===== config.mk =====
export PLATFORM = sky130hd
export DESIGN_NAME = dma_irq_coalesce
export DESIGN_NICKNAME = d
export VERILOG_FILES = /design/src/rtl/dic_pkg.sv /design/src/rtl/dic_cmpl_counter.sv /design/src/rtl/dic_delay_timer.sv /design/src/rtl/dic_pend_flags.sv /design/src/rtl/dma_irq_coalesce.sv
export SDC_FILE = /design/constraint.sdc
export NUM_CORES = 1
export LEC_CHECK = 0
export BUFFER_PORTS_ARGS = -buffer_cell sky130_fd_sc_hd__buf_4
export CORE_MARGIN = 8
export CORE_UTILIZATION = 45
export CTS_CLUSTER_SIZE = 16
export DETAILED_ROUTE_END_ITERATION = 10
export PLACE_DENSITY_LB_ADDON = 0.3
export SKIP_CTS_REPAIR_TIMING = 1
export SYNTH_ARGS = -nofsm -noshare
export SYNTH_HDL_FRONTEND = slang
export SYNTH_HIERARCHICAL = 1
export SYNTH_SLANG_ARGS = --single-unit

===== constraint.sdc =====
create_clock -name clk_i -period 2.2 [get_ports clk_i]
set_input_delay 0.22 -clock clk_i [delete_from_list [all_inputs] [get_ports clk_i]]
set_output_delay 0.22 -clock clk_i [all_outputs]
set_load 0.02 [all_outputs]

===== src/rtl/dic_pkg.sv =====
package dic_pkg;
  // Interrupt cause indices shared by the flag bank, enables and clear strobes.
  localparam int NUM_SRC = 2;
  localparam int IOC_IDX = 0;
  localparam int DLY_IDX = 1;
endpackage


===== src/rtl/dic_cmpl_counter.sv =====
module dic_cmpl_counter #(
  parameter int W = 8
) (
  input  logic         clk_i,
  input  logic         rst_ni,
  input  logic         cmpl_i,
  input  logic         reload_i,
  input  logic         expire_i,
  input  logic [W-1:0] thresh_i,
  output logic [W-1:0] cnt_o,
  output logic         fire_o
);
  localparam logic [W-1:0] ONE = {{(W-1){1'b0}}, 1'b1};

  logic [W-1:0] cnt_q, cnt_nxt;
  logic         cnt_en;

  // Threshold used up: the event is raised and the count starts over.
  assign fire_o = cmpl_i & ~reload_i & (cnt_q <= ONE);
  assign cnt_en = reload_i | cmpl_i | expire_i;

  always_comb begin
    cnt_nxt = cnt_q;
    if (reload_i || fire_o || expire_i) begin
      cnt_nxt = thresh_i;
    end else if (cmpl_i) begin
      cnt_nxt = cnt_q - ONE;
    end
  end

  always_ff @(posedge clk_i or negedge rst_ni) begin
    if (!rst_ni) begin
      cnt_q <= '0;
    end else if (cnt_en) begin
      cnt_q <= cnt_nxt;
    end
  end

  assign cnt_o = cnt_q;
endmodule


===== src/rtl/dic_delay_timer.sv =====
module dic_delay_timer #(
  parameter int W = 8
) (
  input  logic         clk_i,
  input  logic         rst_ni,
  input  logic         cmpl_i,
  input  logic         tick_i,
  input  logic [W-1:0] delay_i,
  output logic [W-1:0] tmr_o,
  output logic         expire_o
);
  localparam logic [W-1:0] ONE = {{(W-1){1'b0}}, 1'b1};

  logic [W-1:0] tmr_q, tmr_nxt;
  logic         running;
  logic         tmr_en;

  // A non-zero value means the timer is counting.
  assign running  = (tmr_q != '0);
  assign expire_o = tick_i & ~cmpl_i & (tmr_q == ONE);
  assign tmr_en   = cmpl_i | (tick_i & running);

  always_comb begin
    tmr_nxt = tmr_q;
    if (cmpl_i) begin
      tmr_nxt = delay_i;  // zero delay leaves the timer stopped
    end else if (tick_i && running) begin
      tmr_nxt = tmr_q - ONE;
    end
  end

  always_ff @(posedge clk_i or negedge rst_ni) begin
    if (!rst_ni) begin
      tmr_q <= '0;
    end else if (tmr_en) begin
      tmr_q <= tmr_nxt;
    end
  end

  assign tmr_o = tmr_q;
endmodule


===== src/rtl/dic_pend_flags.sv =====
module dic_pend_flags #(
  parameter int N = 2
) (
  input  logic         clk_i,
  input  logic         rst_ni,
  input  logic [N-1:0] set_i,
  input  logic [N-1:0] clr_i,
  input  logic [N-1:0] en_i,
  output logic [N-1:0] pend_o,
  output logic         irq_o
);
  logic [N-1:0] pend_q, pend_nxt;

  for (genvar g = 0; g < N; g++) begin : g_flag
    // Set beats clear when both land in the same cycle.
    always_comb begin
      pend_nxt[g] = set_i[g] | (pend_q[g] & ~clr_i[g]);
    end

    always_ff @(posedge clk_i or negedge rst_ni) begin
      if (!rst_ni) begin
        pend_q[g] <= 1'b0;
      end else if (set_i[g] || clr_i[g]) begin
        pend_q[g] <= pend_nxt[g];
      end
    end
  end

  assign pend_o = pend_q;
  assign irq_o  = |(pend_q & en_i);
endmodule


===== src/rtl/dma_irq_coalesce.sv =====
module dma_irq_coalesce
  import dic_pkg::*;
#(
  parameter int THR_W = 8,
  parameter int DLY_W = 8
) (
  input  logic             clk_i,
  input  logic             rst_ni,
  input  logic             cmpl_i,
  input  logic             tick_i,
  input  logic             reload_i,
  input  logic [THR_W-1:0] thresh_i,
  input  logic [DLY_W-1:0] delay_i,
  input  logic [1:0]       irq_en_i,
  input  logic [1:0]       clr_i,
  output logic             ioc_pend_o,
  output logic             dly_pend_o,
  output logic [THR_W-1:0] cnt_o,
  output logic [DLY_W-1:0] tmr_o,
  output logic             irq_o
);
  logic               fire;
  logic               expire;
  logic [NUM_SRC-1:0] set_vec;
  logic [NUM_SRC-1:0] pend_vec;

  dic_cmpl_counter #(.W(THR_W)) u_cnt (
    .clk_i    (clk_i),
    .rst_ni   (rst_ni),
    .cmpl_i   (cmpl_i),
    .reload_i (reload_i),
    .expire_i (expire),
    .thresh_i (thresh_i),
    .cnt_o    (cnt_o),
    .fire_o   (fire)
  );

  dic_delay_timer #(.W(DLY_W)) u_tmr (
    .clk_i    (clk_i),
    .rst_ni   (rst_ni),
    .cmpl_i   (cmpl_i),
    .tick_i   (tick_i),
    .delay_i  (delay_i),
    .tmr_o    (tmr_o),
    .expire_o (expire)
  );

  always_comb begin
    set_vec          = '0;
    set_vec[IOC_IDX] = fire;
    set_vec[DLY_IDX] = expire;
  end

  dic_pend_flags #(.N(NUM_SRC)) u_flags (
    .clk_i  (clk_i),
    .rst_ni (rst_ni),
    .set_i  (set_vec),
    .clr_i  (clr_i),
    .en_i   (irq_en_i),
    .pend_o (pend_vec),
    .irq_o  (irq_o)
  );

  assign ioc_pend_o = pend_vec[IOC_IDX];
  assign dly_pend_o = pend_vec[DLY_IDX];
endmodule


; Yosys cells after proc, flatten, opt, wreduce, memory -nomap -nowiden
; Cells that the tools add are included.
[totals]
register_bits = 18
output_inout_bits = 19
[op_classes]
addsub = 2
bitwise = 17
eq_ne = 1
muxes = 4
magnitude_cmp = 1
n_reduce_logical = 11
[op_table]
columns = op, count
row1 = 8-bit two-way mux, 4
row2 = 8-bit by 1-bit subtractor with 8-bit output (second input constant), 2
row3 = 8-bit by 1-bit == test with 1-bit output (second input constant), 1
row4 = 8-bit by 1-bit less-or-equal comparator with 1-bit output (second input constant), 1
row5 = 8-bit nonzero test, 1
row6 = 1-bit bitwise AND, 7
row7 = 1-bit bitwise OR, 5
row8 = 1-bit logical OR, 4
row9 = 1-bit NOT, 4
row10 = 2-bit AND reduction, 2
row11 = 2-bit nonzero test, 2
row12 = 2-bit bitwise AND, 1
row13 = 2-bit OR reduction, 1
row14 = 1-bit logical AND, 1

; Longest topological paths before layout
[depth]
ltp_word = 7
depth_mapped = 9

; Cells and area by module
; Netlist, hierarchy kept.
[by_module_without_submodules]
columns = mod, cells_each, seq_area_each_um2, instances, area_per_inst_um2
row1 = dic_cmpl_counter, 69, 200.2, 1, 603.1
row2 = dic_delay_timer, 64, 200.2, 1, 575.6
row3 = dic_pend_flags, 7, 50.0, 1, 82.6

; Worst setup path before layout
; No wires, ideal clock.
[synth_timing]
path_kind = register to register
start = reg u_tmr.tmr_q[3], in the netlist u_tmr/tmr_o[3]
end = reg u_cnt.cnt_q[3], in the netlist u_cnt/cnt_o[3]
stages_incl_launch_ff = 8
arrival_ns = 1.824
path_buffers = 1
period_less_slack_ns = 1.919
slack_ns = 0.281
path_cell_list = dfrtp_1 nor4_1 nand4_1 nor2_1 or2_1 buf_2 nor4_1 nor4_2
[synth_via]
elab_chain_len = 5
word_cells_on_any_way = 7
[synth_rtl]
columns = element, line_no
row1 = from (decl), dic_delay_timer.sv:14  ; logic [W-1:0] tmr_q, tmr_nxt;
row2 = from (signal assigned), dic_delay_timer.sv:36  ; tmr_q <= tmr_nxt;
row3 = 8-bit by 1-bit == test with 1-bit output (*), dic_delay_timer.sv:20  ; assign expire_o = tick_i & ~cmpl_i & (tmr_q == ONE);
row4 = 1-bit bitwise AND (*), dic_delay_timer.sv:20
row5 = named net expire, dma_irq_coalesce.sv:23  ; logic expire;
row6 = 1-bit logical OR, dic_cmpl_counter.sv:24  ; if (reload_i || fire_o || expire_i) begin
row7 = 2-bit nonzero test (no source line), n/a
row8 = 2-bit AND reduction (no source line), n/a
row9 = to (signal assigned), dic_cmpl_counter.sv:35  ; cnt_q <= cnt_nxt;
row10 = to (decl), dic_cmpl_counter.sv:15  ; logic [W-1:0] cnt_q, cnt_nxt;
; The timed path passes the listed nets; every way through them passes the cells marked *.
; A chain may end at the register's enable or synchronous reset.

; Final worst setup path
[layout_timing]
start = reg u_tmr.tmr_q[2], in the netlist u_tmr/tmr_o[2]
end = reg u_cnt.cnt_q[1], in the netlist u_cnt/cnt_o[1]
; Same word-level chain as after synthesis.

==> flow_summary.yaml <==
outcome:
  status: "completed"
critical_path:
  worst_path_most_repeated_cell: "nor2_1"
  crit_buf_inv: 1
  cp-start-kind: "flip-flop"
  reg2reg_from: "u_tmr/tmr_o[2]$_DFFE_PN0P_"
  arrival_ns: 2.26
  crit_chain: "nor4_2, nand4_1, nor2_1, or2_1, buf_4, nor2_1, a22oi_1, nand3_1"
  required_ns: 2.38
  path_class: "flip-flop to flip-flop"
  critPathTopFamily: "simple AND/OR/NAND/NOR gates"
  cp-startpoint: "u_tmr/tmr_o[2]$_DFFE_PN0P_"
  critical_path.max_fanout: 8
  crit_path_top_delay_cell: "dfrtp_1"
  worstSetupEndpointType: "flip-flop"
  slowest_delay_ns: 0.46
synthesis:
  synthFlopType: "dfrtp_1"
  yosysTopAreaCell: "dfrtp_1"
  syn_nets: 170
  syn_area_per_cell_um2: 9.01
  ys_warn_count: 6
  synth-edff-count: 0
  syn_area_um2: 1260
  synth_seq_cells: 18
  netlist_top_cells_area: "dfrtp_1 36%, ha_1 5.0%, nor2_1 4.5%, o21ai_0 2.8%, a211oi_1 2.4%"
  synth_cell_types: 51
  netlist_instances: 140
  async_reset_ff_share_pct: 100
  ys_seq_area_share_pct: 35.7
  synth_top_area_share_pct: 35.7
clocking:
  clock_latency_ns: 0.29
  cts.clk_slew.worst_paths_ns: 0.11
  max-clock-path-buffers: 2
  clock_sinks: 18
  cts_made_buffers: 3
  tritoncts: "yes"
  root_buffer: "clkbuf_4"
  ctsHtreeMaxLevel: 1
die:
  die_area_um2: 4750
  num_rows: 19
  die_w_um: 68.9
  die_h_um: 68.9
  ioPinCount: 44
  initial_core_util_pct: 46.5
  fp.coreArea_um2: 2710
cells_and_area:
  regArea_um2: 450
  syn2layout_area_growth_pct: 34.5
  multi_input_area_um2: 761
  n_antenna_cell: 0
  nFillCells: 232
  nets: 222
  drive_gt1_share_pct: 34.7
power:
  power.density_nw_per_um2: 551
  leakage_uw: 0.000754
  vdd_drop_max_uv: 417
sta:
  slew_viol_final: 0
  setup_slack_ns: 0.124
  rsz0062_at_grt: "false"
  clock_skew_ns: 0.00766
  fin_crit_ns: 2.08
  fin_tns_setup_ns: 0
  max_freq_ghz: 0.482
  worstMarginPinSlew_ns: 0.531
  post-route-period-util_pct: 94.4
  slew_headroom_pct: 64.3
  hold_viol: 0
  setup_viol: 0
placed_design:
  place_congestion: 0.831
  pre_cts_slack_ns: 0.0473
  portBuffers: 43
  post-dp-hpwl_um: 2780
job:
  maxCapViolCount: 0
detailed_routing:
  ant_nets: 0
  vias_per_cell: 6.05
  drt-pass1-iter-count: 4
  wl_per_cell_um: 16.8
  vias: 1338
  drc_errors: 0
  drt_iter0_drc: 89
  wl_um: 3720
global_route:
  grt_pass1_wl_um: 5770
  grt_usage_pct: 15.6
  overflow: 0
  antenna_found_initial: 0
  grt_pass1_vias: 1292
  grt_max_degree: 24
worst_hold_path:
  hp-class: "primary input to flip-flop"
  hp-start: "delay_i[1]"
## routing by layer
| metal | wire [um] | share of wire [%] | GRT usage (%) |
|---|---|---|---|
| met1 | 1530 | 41 | 18.5 |
| met2 | 1800 | 48 | 26.7 |
| met3 | 351 | 9.4 | 3.39 |
| met4 | 37 | 1.0 | 6.27 |
| met5 | 0 | 0 | 0 |
## cells in the mapped netlist, types with 2 or more instances
master / n
a211oi_1: 4
a21o_1: 2
a21oi_1: 5
a22oi_1: 3
a2bb2oi_1: 2
a311o_1: 2
a31oi_1: 3
and2_1: 2
buf_2: 2
clkbuf_1: 2
dfrtp_1: 18
ha_1: 5
inv_1: 8
nand2_1: 8
nand3_1: 4
nand4_1: 2
nor2_1: 15
nor2b_1: 2
nor3_1: 5
nor4_1: 3
o21ai_0: 7
o22ai_1: 3
or2_1: 2
or4_1: 3
or4b_2: 2
## logic make-up after synthesis
group                    synth area share [%]
AO/OA/AOI/OAI                            23.4
adder cells (fa/ha/maj)                  4.96
flip-flops                               35.7
buffers and inverters                    4.46
XOR/XNOR                                 1.39
AND/OR/NAND/NOR                          30.1
## cell type report
cell class / instances / area share [%]
tap: 31 / 2.29
inverter: 10 / 2.29
timing repair buffer: 51 / 22.7
clock buffer: 3 / 1.33
sequential: 18 / 26.5
multi-input combinational: 108 / 44.8
## layout by cell type, fill, tap and decap left out, drive strengths merged, types with 2 or more instances in the layout
master and instances:
nand3 5, a21o 3, nand2 8, a2bb2oi 2, or4 4, and2 2
inv 8, nor2 15, nor2b 2, nor3 5, dfrtp 18, or4b 2
nor4 5, clkbuf 3, nand4 2, clkinv 2, buf 50, o22ai 3
a211oi 4, or2 2, ha 5, a31oi 4, a21oi 5, o21ai 7
a311o 2, a22oi 3
## worst paths after layout
| kind | end | slack, ns | depth (start not counted) |
|---|---|---|---|
| min in group asynchronous | u_tmr/tmr_o[6]$_DFFE_PN0P_ | 0.32 | 2 |
| hold reg to reg | u_flags/pend_o[0]$_DFFE_PN0P_ | 0.52 | 1 |
| setup / recovery | u_cnt/cnt_o[1]$_DFFE_PN0P_ | 0.12 | 8 |
| setup reg to reg | u_cnt/cnt_o[1]$_DFFE_PN0P_ | 0.12 | 8 |
| hold / removal | u_tmr/tmr_o[1]$_DFFE_PN0P_ | 0.17 | 3 |
| max in group asynchronous | u_cnt/cnt_o[4]$_DFFE_PN0P_ | 1.67 | 2 |
## registers in the layout (all words and copies together) (netlist names)
signal          count
u_cnt/cnt_o         8
u_flags/pend_o      2
u_tmr/tmr_o         8
## through the flow
stage / utilization [%] / hold slack [ns] / cell area (um2) / cells / total power (uW)
global route: 62.6 / 0.160 / 1700 / 221 / 990
floorplan: - / -0.0756 / 1260 / 140 / 603
finish: 62.6 / 0.166 / 1700 / 221 / 935
global placement: 61.2 / 0.104 / 1660 / 217 / 755
detailed placement: 61.2 / 0.113 / 1660 / 217 / 767
CTS: 62.0 / -0.217 / 1680 / 220 / 937
## where the power goes
| group | total [uW] | internal [uW] | switching, uW |
|---|---|---|---|
| sequential | 427 | 367 | 60.1 |
| clock | 167 | 63.6 | 103 |
| combinational | 341 | 158 | 183 |
## tightest hold or removal path, delay by kind of cell
kind | cells | cell delay (ns)
AO/OA/AOI/OAI | 1 | 0.08
buffers and inverters | 1 | 0.08
AND/OR/NAND/NOR | 1 | 0.04
Power figures use the tool's default switching activity.
